<file path="src/rtl/pwrseq_pkg.sv">
package pwrseq_pkg;

   // State encoding is visible on the state_out port.
   typedef enum logic [2:0] {
      ST_SLEEP    = 3'b000,
      ST_STANDBY  = 3'b001,
      ST_SAMPWAIT = 3'b010,
      ST_ACQUIRE  = 3'b011,
      ST_CIPHER   = 3'b100,
      ST_RADIO    = 3'b101
   } pstate_t;

   typedef logic [1:0] lpmode_t;

   localparam lpmode_t MODE_FULL      = 2'd0;
   localparam lpmode_t MODE_DIV_SHORT = 2'd1;
   localparam lpmode_t MODE_DIV_LONG  = 2'd2;
   localparam lpmode_t MODE_HALT      = 2'd3;

endpackage

</file>
<file path="src/rtl/pwrseq_dwell.sv">
// Counts the cycles spent in standby and flags the final one.
module pwrseq_dwell #(
   parameter int CYCLES = 100
) (
   input  logic clk,
   input  logic rst,
   input  logic active,
   output logic expire
);

   localparam int CW = (CYCLES > 1) ? $clog2(CYCLES) : 1;

   generate
      if (CYCLES == 1) begin : g_single
         assign expire = active;
      end else begin : g_count
         logic [CW-1:0] cnt_q;

         always_ff @(posedge clk) begin
            if (rst || !active) begin
               cnt_q <= '0;
            end else if (!expire) begin
               cnt_q <= cnt_q + 1'b1;
            end
         end

         assign expire = active && (cnt_q == CW'(CYCLES - 1));
      end
   endgenerate

endmodule

</file>
<file path="src/rtl/pwrseq_core.sv">
// State register, next-state choice, entry flag and sleep-length latch.
module pwrseq_core
   import pwrseq_pkg::*;
#(
   parameter bit STRETCH_EN = 1'b1
) (
   input  logic    clk,
   input  logic    rst,
   input  logic    dwell_done,
   input  logic    acq_done,
   input  logic    enc_done,
   input  logic    tx_done,
   input  logic    wake,
   input  logic    low_var,
   output pstate_t state_q,
   output logic    entered_q,
   output logic    stretch_q
);

   pstate_t state_d;

   always_comb begin
      state_d = state_q;
      case (state_q)
         ST_STANDBY:  if (dwell_done) state_d = ST_SAMPWAIT;
         ST_SAMPWAIT: if (wake)       state_d = ST_ACQUIRE;
         ST_ACQUIRE:  if (acq_done)   state_d = ST_CIPHER;
         ST_CIPHER:   if (enc_done)   state_d = ST_RADIO;
         ST_RADIO:    if (tx_done)    state_d = ST_SLEEP;
         ST_SLEEP:    if (wake)       state_d = ST_STANDBY;
         default:                     state_d = ST_STANDBY;
      endcase
   end

   always_ff @(posedge clk) begin
      if (rst) begin
         state_q   <= ST_STANDBY;
         entered_q <= 1'b0;
      end else begin
         state_q   <= state_d;
         entered_q <= (state_d != state_q);
      end
   end

   generate
      if (STRETCH_EN) begin : g_stretch
         always_ff @(posedge clk) begin
            if (rst) begin
               stretch_q <= 1'b0;
            end else if (state_q == ST_RADIO && tx_done) begin
               stretch_q <= low_var;
            end
         end
      end else begin : g_fixed
         assign stretch_q = 1'b0;
      end
   endgenerate

endmodule

</file>
<file path="src/rtl/pwrseq_outmap.sv">
// Maps the state to a mode request, sleep code and engine starts.
module pwrseq_outmap
   import pwrseq_pkg::*;
#(
   parameter int                CODE_W       = 8,
   parameter logic [CODE_W-1:0] SHORT_CODE   = 8'd25,
   parameter logic [CODE_W-1:0] NOMINAL_CODE = 8'd60,
   parameter logic [CODE_W-1:0] STRETCH_CODE = 8'd255
) (
   input  pstate_t           state_q,
   input  logic              entered_q,
   input  logic              stretch_q,
   output lpmode_t           mode_req,
   output logic [CODE_W-1:0] sleep_code,
   output logic              acq_start,
   output logic              enc_start,
   output logic              tx_start
);

   always_comb begin
      mode_req   = MODE_FULL;
      sleep_code = '0;
      case (state_q)
         ST_SAMPWAIT: begin
            mode_req   = MODE_HALT;
            sleep_code = SHORT_CODE;
         end
         ST_SLEEP: begin
            mode_req   = MODE_HALT;
            sleep_code = stretch_q ? STRETCH_CODE : NOMINAL_CODE;
         end
         ST_ACQUIRE: mode_req = MODE_DIV_SHORT;
         ST_RADIO:   mode_req = MODE_DIV_LONG;
         default:    mode_req = MODE_FULL;
      endcase
   end

   assign acq_start = entered_q && (state_q == ST_ACQUIRE);
   assign enc_start = entered_q && (state_q == ST_CIPHER);
   assign tx_start  = entered_q && (state_q == ST_RADIO);

endmodule

</file>
<file path="src/rtl/sensor_pwr_seq.sv">
module sensor_pwr_seq
   import pwrseq_pkg::*;
#(
   parameter int                STANDBY_CYCLES = 100,
   parameter int                CODE_W         = 8,
   parameter logic [CODE_W-1:0] SHORT_CODE     = 8'd25,
   parameter logic [CODE_W-1:0] NOMINAL_CODE   = 8'd60,
   parameter logic [CODE_W-1:0] STRETCH_CODE   = 8'd255,
   parameter bit                STRETCH_EN     = 1'b1
) (
   input  logic              clk,
   input  logic              rst,
   input  logic              acq_done,
   input  logic              enc_done,
   input  logic              tx_done,
   input  logic              wake,
   input  logic              low_var,
   output logic [1:0]        mode_req,
   output logic [CODE_W-1:0] sleep_code,
   output logic              acq_start,
   output logic              enc_start,
   output logic              tx_start,
   output logic [2:0]        state_out
);

   generate
      if (STANDBY_CYCLES < 1) begin : g_bad_dwell
         $error("STANDBY_CYCLES must be at least 1");
      end
      if (CODE_W < 2) begin : g_bad_width
         $error("CODE_W must be at least 2");
      end
      if (SHORT_CODE == '0 || NOMINAL_CODE == '0 || STRETCH_CODE == '0) begin : g_bad_code
         $error("sleep codes must be nonzero");
      end
   endgenerate

   pstate_t state_q;
   logic    entered_q;
   logic    stretch_q;
   logic    dwell_done;
   lpmode_t mode_w;

   pwrseq_dwell #(
      .CYCLES (STANDBY_CYCLES)
   ) u_dwell (
      .clk    (clk),
      .rst    (rst),
      .active (state_q == ST_STANDBY),
      .expire (dwell_done)
   );

   pwrseq_core #(
      .STRETCH_EN (STRETCH_EN)
   ) u_core (
      .clk        (clk),
      .rst        (rst),
      .dwell_done (dwell_done),
      .acq_done   (acq_done),
      .enc_done   (enc_done),
      .tx_done    (tx_done),
      .wake       (wake),
      .low_var    (low_var),
      .state_q    (state_q),
      .entered_q  (entered_q),
      .stretch_q  (stretch_q)
   );

   pwrseq_outmap #(
      .CODE_W       (CODE_W),
      .SHORT_CODE   (SHORT_CODE),
      .NOMINAL_CODE (NOMINAL_CODE),
      .STRETCH_CODE (STRETCH_CODE)
   ) u_outmap (
      .state_q    (state_q),
      .entered_q  (entered_q),
      .stretch_q  (stretch_q),
      .mode_req   (mode_w),
      .sleep_code (sleep_code),
      .acq_start  (acq_start),
      .enc_start  (enc_start),
      .tx_start   (tx_start)
   );

   assign mode_req  = mode_w;
   assign state_out = state_q;

endmodule

</file>
<file path="config.mk">
export PLATFORM = sky130hd
export DESIGN_NAME = sensor_pwr_seq
export DESIGN_NICKNAME = d
export VERILOG_FILES = /design/src/rtl/pwrseq_pkg.sv /design/src/rtl/pwrseq_dwell.sv /design/src/rtl/pwrseq_core.sv /design/src/rtl/pwrseq_outmap.sv /design/src/rtl/sensor_pwr_seq.sv
export SDC_FILE = /design/constraint.sdc
export NUM_CORES = 1
export LEC_CHECK = 0
export ABC_CLOCK_PERIOD_IN_PS = 1800
export CAP_MARGIN = 25
export CORE_MARGIN = 10
export CORE_UTILIZATION = 44
export DETAILED_ROUTE_END_ITERATION = 10
export PLACE_DENSITY = 0.77
export SETUP_SLACK_MARGIN = 0.15
export SLEW_MARGIN = 20
export SYNTH_ARGS = -nofsm -noshare
export SYNTH_HDL_FRONTEND = slang
export SYNTH_SLANG_ARGS = --single-unit
</file>
<file path="constraint.sdc">
create_clock -name clk -period 1.8 [get_ports clk]
set_clock_uncertainty 0.05 [all_clocks]
set_input_delay 0.18 -clock clk [delete_from_list [all_inputs] [get_ports clk]]
set_output_delay 0.18 -clock clk [all_outputs]
set_load 0.02 [all_outputs]
</file>
==> metrics.csv <==
stage,metric,value,unit
logic_synthesis,Cells after Synth,88,
logic_synthesis,top-area cell type share of the netlist area,33.4,%
setup_path,"Buf+Inv Stages, Crit Path",1,
setup_path,Critical Path Source Type,register,
logic_synthesis,post-synthesis cell type count,36,
run_status,status,"complete, no violations",
timing,RSZ-0062 raised after global routing,no,
logic_synthesis,synthesized flop and latch total,12,
logic_synthesis,largest cells by area after synthesis,"dfxtp_1, nor3_1, buf_4",
floorplan,Core Area,1520,µm²
setup_path,Worst Setup End Kind,output port,
global_route,GRT Overall Usage,11.4,%
cts,Max Buffers Root-to-Sink,2,
timing,Fin Setup TNS,0,ns
min_path,Min-Delay Startpoint,u_dwell.g_count.cnt_q[6],
drt,Detail Route Antenna Nets,0,
run,Max Cap Violations,0,
setup_path,"critical path, cell by cell",clkdlybuf4s50_1,
setup_path,Critical Path Source,u_core.state_q[2],
timing,Hold WS,0.465,ns
setup_path,crit-path leading delay family,buffers and inverters,
drt,Iteration-0 DRC Markers,15,
drt,Post-route DRC,0,
setup_path,crit-path max FO,8,
place,Placed Area,981,µm²
cts,clock sinks,12,
logic_synthesis,Post-Syn Nets,96,
cts,clk root buf,clkbuf_4,
drt,DR WL/cell,16.0,µm
floorplan,Die W,60.4,µm
global_route,initial antenna violation count,0,
cts,CTS buffer count,3,
place,number of port buffers,22,
setup_path,worst r2r src,u_dwell.g_count.cnt_q[0],
logic_synthesis,register area share after synthesis,33.4,%
logic_synthesis,yosys warns,0,
setup_path,cells on worst reg2reg path,4,
cts,CTS H-tree lvls,1,
setup_path,Crit Reg-Reg Endpoint,u_dwell.g_count.cnt_q[6],
floorplan,Starting Density,47.2,%
finish,Post-Layout Cell Count,129,
setup_path,WS Path Type,reg2out,
cts,Hold Buf Count CTS,0,
min_path,Hold Path Depth,2,
drt,vias,742,
setup_path,"Slowest-stage cell, CP",clkdlybuf4s50_1,
cts,Worst-path clk slew,0.08,ns
drt,drt total wl,2060,µm
place,hpwl dp,1600,µm
timing,Worst-Margin Slew,0.467,ns
finish,nets@finish,122,
finish,fin area,990,µm²
setup_path,R2R Setup Slk,0.30,ns
logic_synthesis,"Avg Cell Area, Syn",8.18,µm²
logic_synthesis,Synth Cell Area,719,µm²
timing,fin crit share,88.6,%
logic_synthesis,top cell type by total area after synthesis,dfxtp_1,
min_path,WHS Endpoint,u_dwell.g_count.cnt_q[6],
timing,crit path time final,1.60,ns
setup_path,"Req. time, crit path",1.57,ns
global_route,vias in the first global route,675,
place,Inst Count DP,125,
setup_path,Worst Path Arrival,1.37,ns
floorplan,row cnt,14,
global_route,largest net degree at the start of global routing,9,
finish,n_diodes,0,
timing,Hold Fails Final Rpt,0,
cts,Worst-Skew Late Latency,0.28,ns
timing,Worst slew margin,68.4,%
global_route,global-route wire length before repair,3190,µm
drt,Pre-antenna DRT Iters,4,
place,GP Congestion,0.822,
setup_path,slowest cell delay on critical path,0.65,ns
floorplan,die area,3650,µm²
drt,detail-routed via count per cell,5.75,
global_route,total grt overflow,0,
power_and_ir_drop,Leakage,0.430,nW
timing,Setup-failing EPs final,0,
timing,Pins Over Slew Limit,0,
power_and_ir_drop,PD cells,544,nW/µm²
power_and_ir_drop,peak supply drop,0.377,mV
finish,area grow syn2layout,37.6,%
floorplan,Die Y-Extent,60.4,µm
timing,fmax,627,MHz
floorplan,I/O pin total,23,
cts,CTS tree,built,
min_path,worst min-delay path category,reg2reg,
cts,Post-CTS Setup Inserts,0,
finish,fill count,138,
finish,share of cells above drive strength 1,25.7,%
[where the power goes]
group	switching, W	total (W)	internal (W)
clock	0.0000975	0.000221	0.000123
sequential	0.00000667	0.000277	0.000271
combinational	0.0000181	0.0000403	0.0000222
[worst register-to-register path, cell delays in order (launching register included)]
cell	delay (ns)
dfxtp_1	0.39
ha_1	0.27
nand2_1	0.20
or3_1	0.39
a21oi_1	0.14
[through the flow]
step	util, %	power (W)	worst slack, ns
after floorplan	-	0.000300	0.145
after global placement	64.4	0.000322	0.0500
after detailed placement	64.4	0.000323	0.0143
after CTS	66.7	0.000541	0.109
after global routing	64.9	0.000559	0.169
final	64.9	0.000538	0.204
[final cells by class]
| class | count | area, µm² | share of cell area (%) |
|---|---|---|---|
| clock buffers | 4 | 36.3 | 3.67 |
| inverters | 2 | 7.51 | 0.759 |
| multi-input cells | 67 | 453 | 45.8 |
| flip-flops and latches | 12 | 243 | 24.5 |
| well taps | 16 | 20.0 | 2.02 |
| repair buffers | 28 | 230 | 23.3 |
[how the worst max path moves through the flow]
stage                                     endpoint  cells after the start
after global routing      u_dwell.g_count.cnt_q[6]                      4
after detailed placement                 enc_start                      3
final                                 state_out[2]                      1
after global placement                   enc_start                      3
after CTS                                enc_start                      3
after floorplan                          acq_start                      3
[cells by family after synthesis]
group | count (synthesis) | share of synthesized area [%]
mux | 2 | 2.78
compound gates | 21 | 20.7
fa+ha+maj | 1 | 1.74
simple gates | 41 | 32.0
xor+xnor | 2 | 2.44
flops | 12 | 33.4
buf+inv | 9 | 6.96
[synthesized netlist by cell type, drive strengths merged]
library cell,instances
dfxtp,12
nor3,7
buf,6
nand2,6
nor2,6
o21ai,6
a21oi,5
nand3,5
nor2b,3
or3,3
and2,2
inv,2
mux2i,2
nand2b,2
nor4b,2
o211ai,2
xor2,2
a21boi,1
a21o,1
a22o,1
a311o,1
a311oi,1
a32oi,1
and2b,1
clkbuf,1
ha,1
nand4,1
nand4b,1
o21a,1
o21ba,1
or2b,1
or4b,1
[layout by cell type (no fill, tap or decap), types with 3 or more instances in the layout]
cell              n
clkbuf_2          3
a21oi_1           5
dlygate4sd2_1     6
nor2_1            5
buf_2             3
dfxtp_1          10
clkbuf_4          3
nor3_1            6
clkdlybuf4s50_1   8
nand2_1           6
buf_4             6
nand3_1           5
or3_1             3
o21ai_0           5
[flip-flops by register name, summed over array words and instances, names as in the netlist]
register and cells:
u_core.entered_q 1, u_core.stretch_q 1, u_core.state_q 3, u_dwell.g_count.cnt_q 7
[routing by layer]
metal / global-route usage [%] / routed length, µm / vias to the layer above
li1: - / - / 365
met1: 12.6 / 835 / 356
met2: 18.7 / 1050 / 17
met3: 5.64 / 152 / 4
met4: 4.08 / 25 / 0
met5: 0 / 0 / -
[timing repair]
item / CTS / global route
cloned: 0 / 0
gates resized for setup: 23 / 14
endpoints found under the setup margin: 15 / 8
Power figures use the tool's default switching activity.
